## src/rtl/ta_pkg.sv

```systemverilog
package ta_pkg;

  localparam logic [7:0] KEY_FIRST  = 8'hAA;
  localparam logic [7:0] KEY_SECOND = 8'h55;

  typedef enum logic [0:0] {
    SEQ_IDLE  = 1'b0,
    SEQ_ARMED = 1'b1
  } seq_state_t;

  typedef struct packed {
    seq_state_t nxt;
    logic       hit;
    logic       abort;
  } seq_step_t;

  // Key sequencer transition: a key write always wins over an instruction step.
  function automatic seq_step_t seq_advance(input seq_state_t cur,
                                            input logic wr,
                                            input logic [7:0] data,
                                            input logic step);
    seq_step_t r;
    r.nxt   = cur;
    r.hit   = 1'b0;
    r.abort = 1'b0;
    if (wr) begin
      if (data == KEY_FIRST) begin
        r.nxt = SEQ_ARMED;
      end else if (cur == SEQ_ARMED && data == KEY_SECOND) begin
        r.nxt = SEQ_IDLE;
        r.hit = 1'b1;
      end else begin
        r.abort = (cur == SEQ_ARMED);
        r.nxt   = SEQ_IDLE;
      end
    end else if (step && cur == SEQ_ARMED) begin
      r.nxt   = SEQ_IDLE;
      r.abort = 1'b1;
    end
    return r;
  endfunction

  // Window countdown: reload on a key hit, otherwise one step down per tick.
  function automatic int unsigned win_advance(input int unsigned cur,
                                              input logic hit,
                                              input logic tick,
                                              input int unsigned full);
    if (hit)
      return full;
    else if (tick && cur != 0)
      return cur - 1;
    else
      return cur;
  endfunction

endpackage

```

## src/rtl/ta_key_seq.sv

```systemverilog
module ta_key_seq
  import ta_pkg::*;
(
  input  logic       clk,
  input  logic       rst_n,
  input  logic       key_wr,
  input  logic [7:0] key_data,
  input  logic       insn_step,
  output logic       armed,
  output logic       hit,
  output logic       abort
);

  seq_state_t state_q;
  seq_step_t  step_w;

  always_comb begin
    step_w = seq_advance(state_q, key_wr, key_data, insn_step);
  end

  always_ff @(posedge clk or negedge rst_n) begin
    if (!rst_n)
      state_q <= SEQ_IDLE;
    else
      state_q <= step_w.nxt;
  end

  assign armed = (state_q == SEQ_ARMED);
  assign hit   = step_w.hit;
  assign abort = step_w.abort;

endmodule

```

## src/rtl/ta_window.sv

```systemverilog
module ta_window
  import ta_pkg::*;
#(
  parameter int unsigned WINDOW_MC = 3
) (
  input  logic clk,
  input  logic rst_n,
  input  logic hit,
  input  logic mc_tick,
  output logic open,
  output logic expire
);

  localparam int unsigned CW = $clog2(WINDOW_MC + 1);

  logic [CW-1:0] cnt_q;
  logic [CW-1:0] cnt_d;

  always_comb begin
    cnt_d = CW'(win_advance(int'(cnt_q), hit, mc_tick, WINDOW_MC));
  end

  always_ff @(posedge clk or negedge rst_n) begin
    if (!rst_n)
      cnt_q <= '0;
    else
      cnt_q <= cnt_d;
  end

  assign open   = (cnt_q != '0);
  assign expire = open && (cnt_d == '0);

endmodule

```

## src/rtl/ta_unlock_ctrl.sv

```systemverilog
module ta_unlock_ctrl #(
  parameter int unsigned WINDOW_MC = 3
) (
  input  logic       clk,
  input  logic       rst_n,
  input  logic       key_wr,
  input  logic [7:0] key_data,
  input  logic       insn_step,
  input  logic       mc_tick,
  input  logic       prot_wr,
  output logic       unlock_en,
  output logic       prot_ok
);

  logic seq_armed;
  logic seq_hit;
  logic seq_abort;
  logic win_open;
  logic win_expire;

  ta_key_seq u_seq (
    .clk      (clk),
    .rst_n    (rst_n),
    .key_wr   (key_wr),
    .key_data (key_data),
    .insn_step(insn_step),
    .armed    (seq_armed),
    .hit      (seq_hit),
    .abort    (seq_abort)
  );

  ta_window #(.WINDOW_MC(WINDOW_MC)) u_win (
    .clk    (clk),
    .rst_n  (rst_n),
    .hit    (seq_hit),
    .mc_tick(mc_tick),
    .open   (win_open),
    .expire (win_expire)
  );

  assign unlock_en = win_open;
  assign prot_ok   = prot_wr & win_open;

endmodule

```

## config.mk

```make
export PLATFORM = sky130hd
export DESIGN_NAME = ta_unlock_ctrl
export DESIGN_NICKNAME = d
export VERILOG_FILES = /design/src/rtl/ta_pkg.sv /design/src/rtl/ta_key_seq.sv /design/src/rtl/ta_window.sv /design/src/rtl/ta_unlock_ctrl.sv
export SDC_FILE = /design/constraint.sdc
export NUM_CORES = 1
export LEC_CHECK = 0
export BUFFER_PORTS_ARGS = -buffer_cell sky130_fd_sc_hd__buf_2
export CAP_MARGIN = 20
export CORE_AREA = 2 2 39 41
export CTS_CLUSTER_DIAMETER = 150
export DETAILED_ROUTE_END_ITERATION = 10
export DIE_AREA = 0 0 41 43
export PLACE_DENSITY = 0.47
export REMOVE_ABC_BUFFERS = 1
export SYNTH_ARGS = -nofsm -noshare
export SYNTH_HDL_FRONTEND = slang
export SYNTH_SLANG_ARGS = --single-unit
```

## constraint.sdc

```tcl
create_clock -name clk -period 0.97 [get_ports clk]
set_input_delay 0 -clock clk [delete_from_list [all_inputs] [get_ports clk]]
set_output_delay 0 -clock clk [all_outputs]
set_load 0.05 [all_outputs]
```

Word-level counts from Yosys, hierarchy flattened
Index checks and enable logic that the tools add are counted.

Flip-flop bits (word level): 3. Input port bits: 14. Word-level logic and storage cells: 21.

Add/subtract/negate cells: 1. Eq/ne operators: 2. Muxes and demuxes: 9. Bitwise logic cells: 1. Reduce and logical (&&, ||, !) cells: 6.

Operators by type and width (count): $eq 8x7->1 const B (1); $eq 8x8->1 const B (1); $mux 1 (6); $mux 2 (3); $reduce_bool 2->1 (3); $logic_and 1x1->1 (3); $sub 2x1->2 const B (1); $and 1x1->1 (1).

Depth between registers and ports, before layout
Gate-level depths: netlist of run 1.

Depth after elaboration: 6. Mapped depth: 5.

Cells and area by module
A second synthesis of run 1 with hierarchy kept.

Cells, all modules: 29. Area total of the unflattened synthesis: 262.8 sq um.

Modules (own cells, without submodules): ta_window (times used 1, cells an instance 14, area each 133.9 sq um, sequential area each 50.0 sq um); ta_key_seq (times used 1, cells an instance 14, area each 122.6 sq um, sequential area each 25.0 sq um); ta_unlock_ctrl (times used 1, cells an instance 1, area each 6.3 sq um, sequential area each 0.0 sq um).

Least setup slack after synthesis of run 1
No wires, ideal clock.

Kind: reg-to-output. Start point: register u_win.cnt_q[0]. End point: output port prot_ok. Data arrival time: 1.261 ns. Setup slack: -0.291 ns. Stages on the path, launching flop included: 4. Path through: dfrtp_1 inv_1 ha_1 nor2b_1.

Cells in the longest elaborated chain, start to end: 2.

Ends and longest elaborated chain: start, declared (RTL line ta_window.sv:16) `logic [CW-1:0] cnt_q;`; start signal, assigned (RTL line ta_window.sv:27) `cnt_q <= cnt_d;`; $reduce_bool 2->1 (RTL line ta_window.sv:30) `assign open = (cnt_q != '0);`; $and 1x1->1 (RTL line ta_unlock_ctrl.sv:42) `assign prot_ok = prot_wr & win_open;`; end, declared (RTL line ta_unlock_ctrl.sv:12) `output logic prot_ok`.

Every way passes these cells.

Final worst setup path of run 1
Start point: register u_win.cnt_q[1]. End point: output port prot_ok.

Same word-level chain as after synthesis.

==> results of run 1 <==
==> cells in the mapped netlist <==
master	instances
and4b_1	1
and4bb_1	3
dfrtp_1	3
ha_1	1
inv_1	3
nand2_1	2
nand2b_1	2
nand3_1	1
nand4b_1	1
nor2b_1	1
o211ai_1	1
o21ai_1	1
xnor2_1	1
==> flip-flops by register name (all words and copies together), names as in the netlist <==
signal	count
u_win.cnt_q	2
u_seq.armed	1
==> kinds of logic (layout without fill, tap and decap cells) <==
logic type	count (synthesis)	count (layout)	share of synthesized area
compound gates	2	2	0.0602
xor+xnor	1	1	0.0422
buf+inv	3	27	0.0542
simple gates	11	11	0.422
flops	3	3	0.361
fa+ha+maj	1	1	0.0602
==> worst max-delay path: cells and delay by family (launching register included) <==
kind,cells,cell delay (ns)
simple gates,1,0.10
fa+ha+maj,1,0.15
flops,1,0.35
buf+inv,3,0.31
==> what timing repair did <==
action,in CTS,in global routing
hold buffers,2,0
gates resized for setup,11,1
hold endpoints to repair,4,0
setup endpoints to repair,4,4
buffers inserted,0,1
==> per-stage QoR <==
| step | std cells | worst slack (ns) | hold WS (ns) |
|---|---|---|---|
| 3_3_place_gp | 54 | -0.136 | -0.198 |
| 2_1_floorplan | 21 | -0.291 | -0.296 |
| 3_5_place_dp | 54 | -0.0998 | -0.199 |
| 5_1_grt | 61 | -0.216 | 0.0488 |
| 4_1_cts | 60 | -0.174 | 0.0231 |
| 6_report | 61 | -0.171 | 0.0324 |
==> layout by cell type, fill, tap and decap left out, drive strengths merged <==
cell	n
dlygate4sd3	2
clkbuf	4
o211ai	1
and4b	1
nor2b	1
ha	1
and4bb	3
nand2b	2
nand4b	1
nand2	2
buf	18
dfrtp	3
inv	3
nand3	1
xnor2	1
o21ai	1
==> power breakdown <==
group          internal [mW]  leakage (nW)  total (mW)  switching, mW
clock network          0.154        0.0150       0.216         0.0620
registers              0.170        0.0379       0.192         0.0213
logic                  0.331         0.158       0.649          0.318
total                  0.655         0.211        1.06          0.401
==> area by class of cell <==
class	count	area, um^2	area share
multi-input cells	15	141	0.343
repair buffers	20	138	0.334
inverters	3	11.3	0.0274
well taps	16	20.0	0.0486
clock buffers	4	26.3	0.0638
flip-flops and latches	3	75.1	0.182
==> routing by layer <==
metal / global-route usage / wire (um)
met1: 0.0680 / 200
met2: 0.103 / 240
met3: 0.0314 / 69
met4: 0.100 / 0
met5: 0 / 0
==> how the worst min path moves through the flow <==
| stage | slack, ns | startpoint | endpoint | cells after the start |
|---|---|---|---|---|
| final | 0.03 | key_wr | u_seq.armed$_DFFE_PN0P_ | 3 |
| after global routing | 0.05 | key_wr | u_seq.armed$_DFFE_PN0P_ | 3 |
| after CTS | 0.02 | key_wr | u_seq.armed$_DFFE_PN0P_ | 3 |
| after detailed placement | -0.20 | rst_n | u_win.cnt_q[0]$_DFFE_PN0P_ | 1 |
| after global placement | -0.20 | rst_n | u_win.cnt_q[0]$_DFFE_PN0P_ | 1 |
| after floorplan | -0.30 | rst_n | u_seq.armed$_DFFE_PN0P_ | 0 |
==> flow_summary.yaml, run 1 <==
setup_path:
  cp-end-kind: "primary output"
  cpPeakStageDelay_ns: 0.35
  path_class: "reg2out"
  regToRegSetupSlack_ns: -0.10
  critPathArrivalTime_ns: 1.14
  r2r-end: "u_win.cnt_q[0]$_DFFE_PN0P_"
  cp_max_fo: 2
  r2r_cells: 5
  r2r-start: "u_win.cnt_q[1]$_DFFE_PN0P_"
  critPathSlowestCell: "dfrtp_1"
  worstPathCellList: "inv_2, ha_4, buf_6, nor2b_4, buf_8"
  critPathRequiredTime_ns: 0.97
  crit_start: "u_win.cnt_q[1]$_DFFE_PN0P_"
  worst_setup_path_start_kind: "flop"
  crit_path_end: "prot_ok"
place:
  dpl_cell_area_um2: 318
  port_buffers: 15
  place.gp.congestion: 0.641
global_route:
  overflow: 0
  grt_max_degree: 4
  antenna_found_initial: 0
  grt_first_pass_wirelength_um: 807
  track_usage: 0.0755
  grt_pass1_vias: 237
sta:
  hold_violations: 0
  drv_slew: 0
  finalSetupTns_ns: -0.447
  clock.fmax_ghz: 0.876
  fin_crit_ns: 1.14
  tightest_slew_ns: 0.144
  finalSetupViolCount: 4
  rsz0062_at_grt: "yes"
  fin_crit_sh: 1.18
  fin_ws_ns: -0.171
  clock_skew_ns: 0.000214
  maxSlewHeadroom: 0.903
drt:
  drt_drc_violations_left: 0
  avgRoutedWirePerCell_um: 8.36
  first_pass_iters: 3
  viasPerCell: 3.90
  vias: 238
  ant_nets: 0
  drt_iter0_markers: 1
  drt-total-wl_um: 510
power:
  p_leak_nw: 0.211
  power_density_nw_per_um2: 2570
  ir_worst_vdd_mv: 0.589
  total_power_mw: 1.06
finish:
  fin_nets: 61
  stdcell_area_um2: 412
  drive_gt1_frac: 0.556
  syn2layout_area_growth_pct: 98.2
  utilization: 0.297
  diodes: 0
  fillers: 148
logic_synthesis:
  synth_warnings: 0
  syn-cell-area_um2: 208
  ys_ff_latch: 3
  netlist.area_leader.share: 0.361
  seq_area_frac_synth: 0.361
  synthCells: 21
  yosysTopAreaCell: "dfrtp_1"
  synth_area_leaders: "dfrtp_1 (36%), and4bb_1 (18%), ha_1 (6.0%), nand2b_1 (6.0%), inv_1 (5.4%)"
  yosysUniqueCellTypes: 13
  syn_area_per_cell_um2: 9.89
die:
  start_util: 0.150
  die-area_um2: 1760
  fp.dieH_um: 43
  io_pins: 16
  die_x_um: 41
  fp-row-count: 14
  core_region_area_um2: 1380
run:
  cap_viol_max_count: 0
cts:
  insertion_delay_ns: 0.23
  h-tree-depth: 1
  cts.path.max_buffers: 2
  clockRootBuffer: "clkbuf_4"
  clk_pin_slew_worst_paths_ns: 0.04
  clock-sinks: 3
  cts_tree: "yes"
  cts_buffers: 3
status:
  violations: "negative setup slack"
  outcome: "finished, violations left"
worst_hold_path:
  hp-class: "in2reg"
Note: power is estimated with default switching activity, not from simulation.
==> run 2: changes to the inputs <==
==> constraint.sdc (replaced) <==
create_clock -name clk -period 0.97 [get_ports clk]
set_input_delay 0 -clock clk [delete_from_list [all_inputs] [get_ports clk]]
set_output_delay 0 -clock clk [all_outputs]
set_load 0.02 [all_outputs]
==> run 2 against run 1 <==
  * First-iteration DRC count is the same
  * Via count grew 0.84%
  * Die area is the same
  * The flow still finishes with violations (negative setup slack)
  * Cell count grew 1.6%
==> flow_summary.yaml, run 2 (synthesis results as in run 1) <==
status:
  outcome: "finished, violations left"
  violations: "negative setup slack"
drt:
  ant_nets: 0
  drt_drc_violations_left: 0
  viasPerCell: 3.87
  vias: 240
  drt-total-wl_um: 528
  avgRoutedWirePerCell_um: 8.52
  drt_iter0_markers: 1
  first_pass_iters: 3
finish:
  fillers: 153
  syn2layout_area_growth_pct: 94.6
  final_common_cell: "buf_2"
  largest_register_ffs: 2
  stdcell_area_um2: 404
  largest-register: "u_win.cnt_q"
  mostFrequentLayoutCells: "buf_2 (13), buf_4 (4), and4bb_1 (3), clkbuf_4 (3), dfrtp_1 (3)"
  diodes: 0
  drive_gt1_frac: 0.543
  fin_nets: 62
sta:
  rsz0062_at_grt: "yes"
  fin_crit_sh: 1.16
  clock.fmax_ghz: 0.891
  drv_slew: 0
  finalSetupViolCount: 4
  hold_violations: 0
  tightest_slew_ns: 0.144
  fin_ws_ns: -0.153
  clock_skew_ns: 0.000214
  fin_crit_ns: 1.12
  maxSlewHeadroom: 0.903
power:
  combPwrFrac: 0.575
  switching_share: 0.320
  p_leak_nw: 0.208
  p_int_uw: 652
  total_power_uw: 958
  power_density_nw_per_um2: 2370
  ir_worst_vdd_mv: 0.563
  p_switching_uw: 306
  seqPwrFrac: 0.200
  clockPowerShare: 0.225
run:
  cap_viol_max_count: 0
place:
  port_buffers: 15
  place.gp.congestion: 0.641
  dpl_cell_area_um2: 318
worst_hold_path:
  worst_hold_path.num_cells: 3
  min_to: "u_seq.armed$_DFFE_PN0P_"
  hold_start: "key_wr"
  hp-class: "in2reg"
die:
  die-area_um2: 1760
  core_region_area_um2: 1380
  fp.dieH_um: 43
  start_util: 0.150
  die_x_um: 41
  io_pins: 16
  fp-row-count: 14
global_route:
  overflow: 0
  grt_pass1_vias: 229
  track_usage: 0.0765
  grt_max_degree: 4
  grt_first_pass_wirelength_um: 800
  antenna_found_initial: 0
cts:
  insertion_delay_ns: 0.23
  clockRootBuffer: "clkbuf_4"
  clock-sinks: 3
  cts_tree: "yes"
  cts.path.max_buffers: 2
  cts_buffers: 3
  h-tree-depth: 1
  clk_pin_slew_worst_paths_ns: 0.04
setup_path:
  r2r-start: "u_win.cnt_q[1]$_DFFE_PN0P_"
  critPathArrivalTime_ns: 1.12
  r2r_cells: 5
  critPathRequiredTime_ns: 0.97
  cp-end-kind: "primary output"
  regToRegSetupSlack_ns: -0.10
  worst_setup_path_start_kind: "flop"
  r2r-end: "u_win.cnt_q[0]$_DFFE_PN0P_"
  path_class: "reg2out"
  cp_max_fo: 2
[run 2: cell count changes in the layout (fill, tap and decap cells not counted), sizes merged]
cell and delta:
buf +1
[run 2: stage by stage]
| stage | TNS [ns] | hold WS, ns | utilization | setup WS, ns | std cells |
|---|---|---|---|---|---|
| 2_1_floorplan | -0.107 | -0.296 | - | -0.0693 | 21 |
| 3_3_place_gp | -0.211 | -0.198 | 0.230 | -0.136 | 54 |
| 3_5_place_dp | -0.164 | -0.199 | 0.230 | -0.0998 | 54 |
| 4_1_cts | -0.397 | 0.0231 | 0.287 | -0.160 | 61 |
| 5_1_grt | -0.596 | 0.0488 | 0.292 | -0.211 | 62 |
| 6_report | -0.388 | 0.0324 | 0.292 | -0.153 | 62 |
[run 2: cell type report]
| class | instances | area [um^2] | share of cell area |
|---|---|---|---|
| inverters | 3 | 11.3 | 0.0279 |
| clock buffers | 4 | 26.3 | 0.0650 |
| repair buffers | 21 | 138 | 0.341 |
| multi-input cells | 15 | 134 | 0.331 |
| flip-flops and latches | 3 | 75.1 | 0.186 |
| well taps | 16 | 20.0 | 0.0495 |
[run 2: worst max path at each step]
stage	from	to	slack, ns	depth (start not counted)
floorplan	u_win.cnt_q[0]$_DFFE_PN0P_	u_win.cnt_q[0]$_DFFE_PN0P_	-0.07	5
global placement	u_win.cnt_q[1]$_DFFE_PN0P_	u_win.cnt_q[0]$_DFFE_PN0P_	-0.14	5
detailed placement	u_win.cnt_q[0]$_DFFE_PN0P_	u_win.cnt_q[0]$_DFFE_PN0P_	-0.1	5
CTS	u_win.cnt_q[1]$_DFFE_PN0P_	prot_ok	-0.16	5
global route	u_win.cnt_q[1]$_DFFE_PN0P_	prot_ok	-0.21	5
finish	u_win.cnt_q[1]$_DFFE_PN0P_	prot_ok	-0.15	5
[run 2: worst max-delay path, stage by stage, from the launching register on]
cell	delay, ns
dfrtp_1	0.35
inv_2	0.05
ha_4	0.15
buf_6	0.10
nor2b_1	0.09
buf_4	0.14
[run 2: repair_timing]
item | in CTS | in global routing
resized for setup | 8 | 0
pin swaps | 0 | 0
endpoints found under the setup margin | 4 | 4
hold buffers | 2 | 0
hold endpoints to repair | 4 | 0
setup buffers | 1 | 1
[run 2: layer usage]
metal | vias to the layer above | global-route usage | share of wire
li1 | 125 | - | -
met1 | 99 | 0.0680 | 0.39
met2 | 16 | 0.106 | 0.48
met3 | 0 | 0.0314 | 0.13
met4 | 0 | 0.100 | 0
met5 | - | 0 | 0
[run 2: power groups by stage]
stage               registers, mW  clock network, mW  logic, mW
floorplan                   0.183                  0      0.217
global placement            0.187                  0      0.366
detailed placement          0.185                  0      0.361
CTS                         0.191              0.230      0.512
global route                0.195              0.235      0.610
finish                      0.192              0.216      0.551
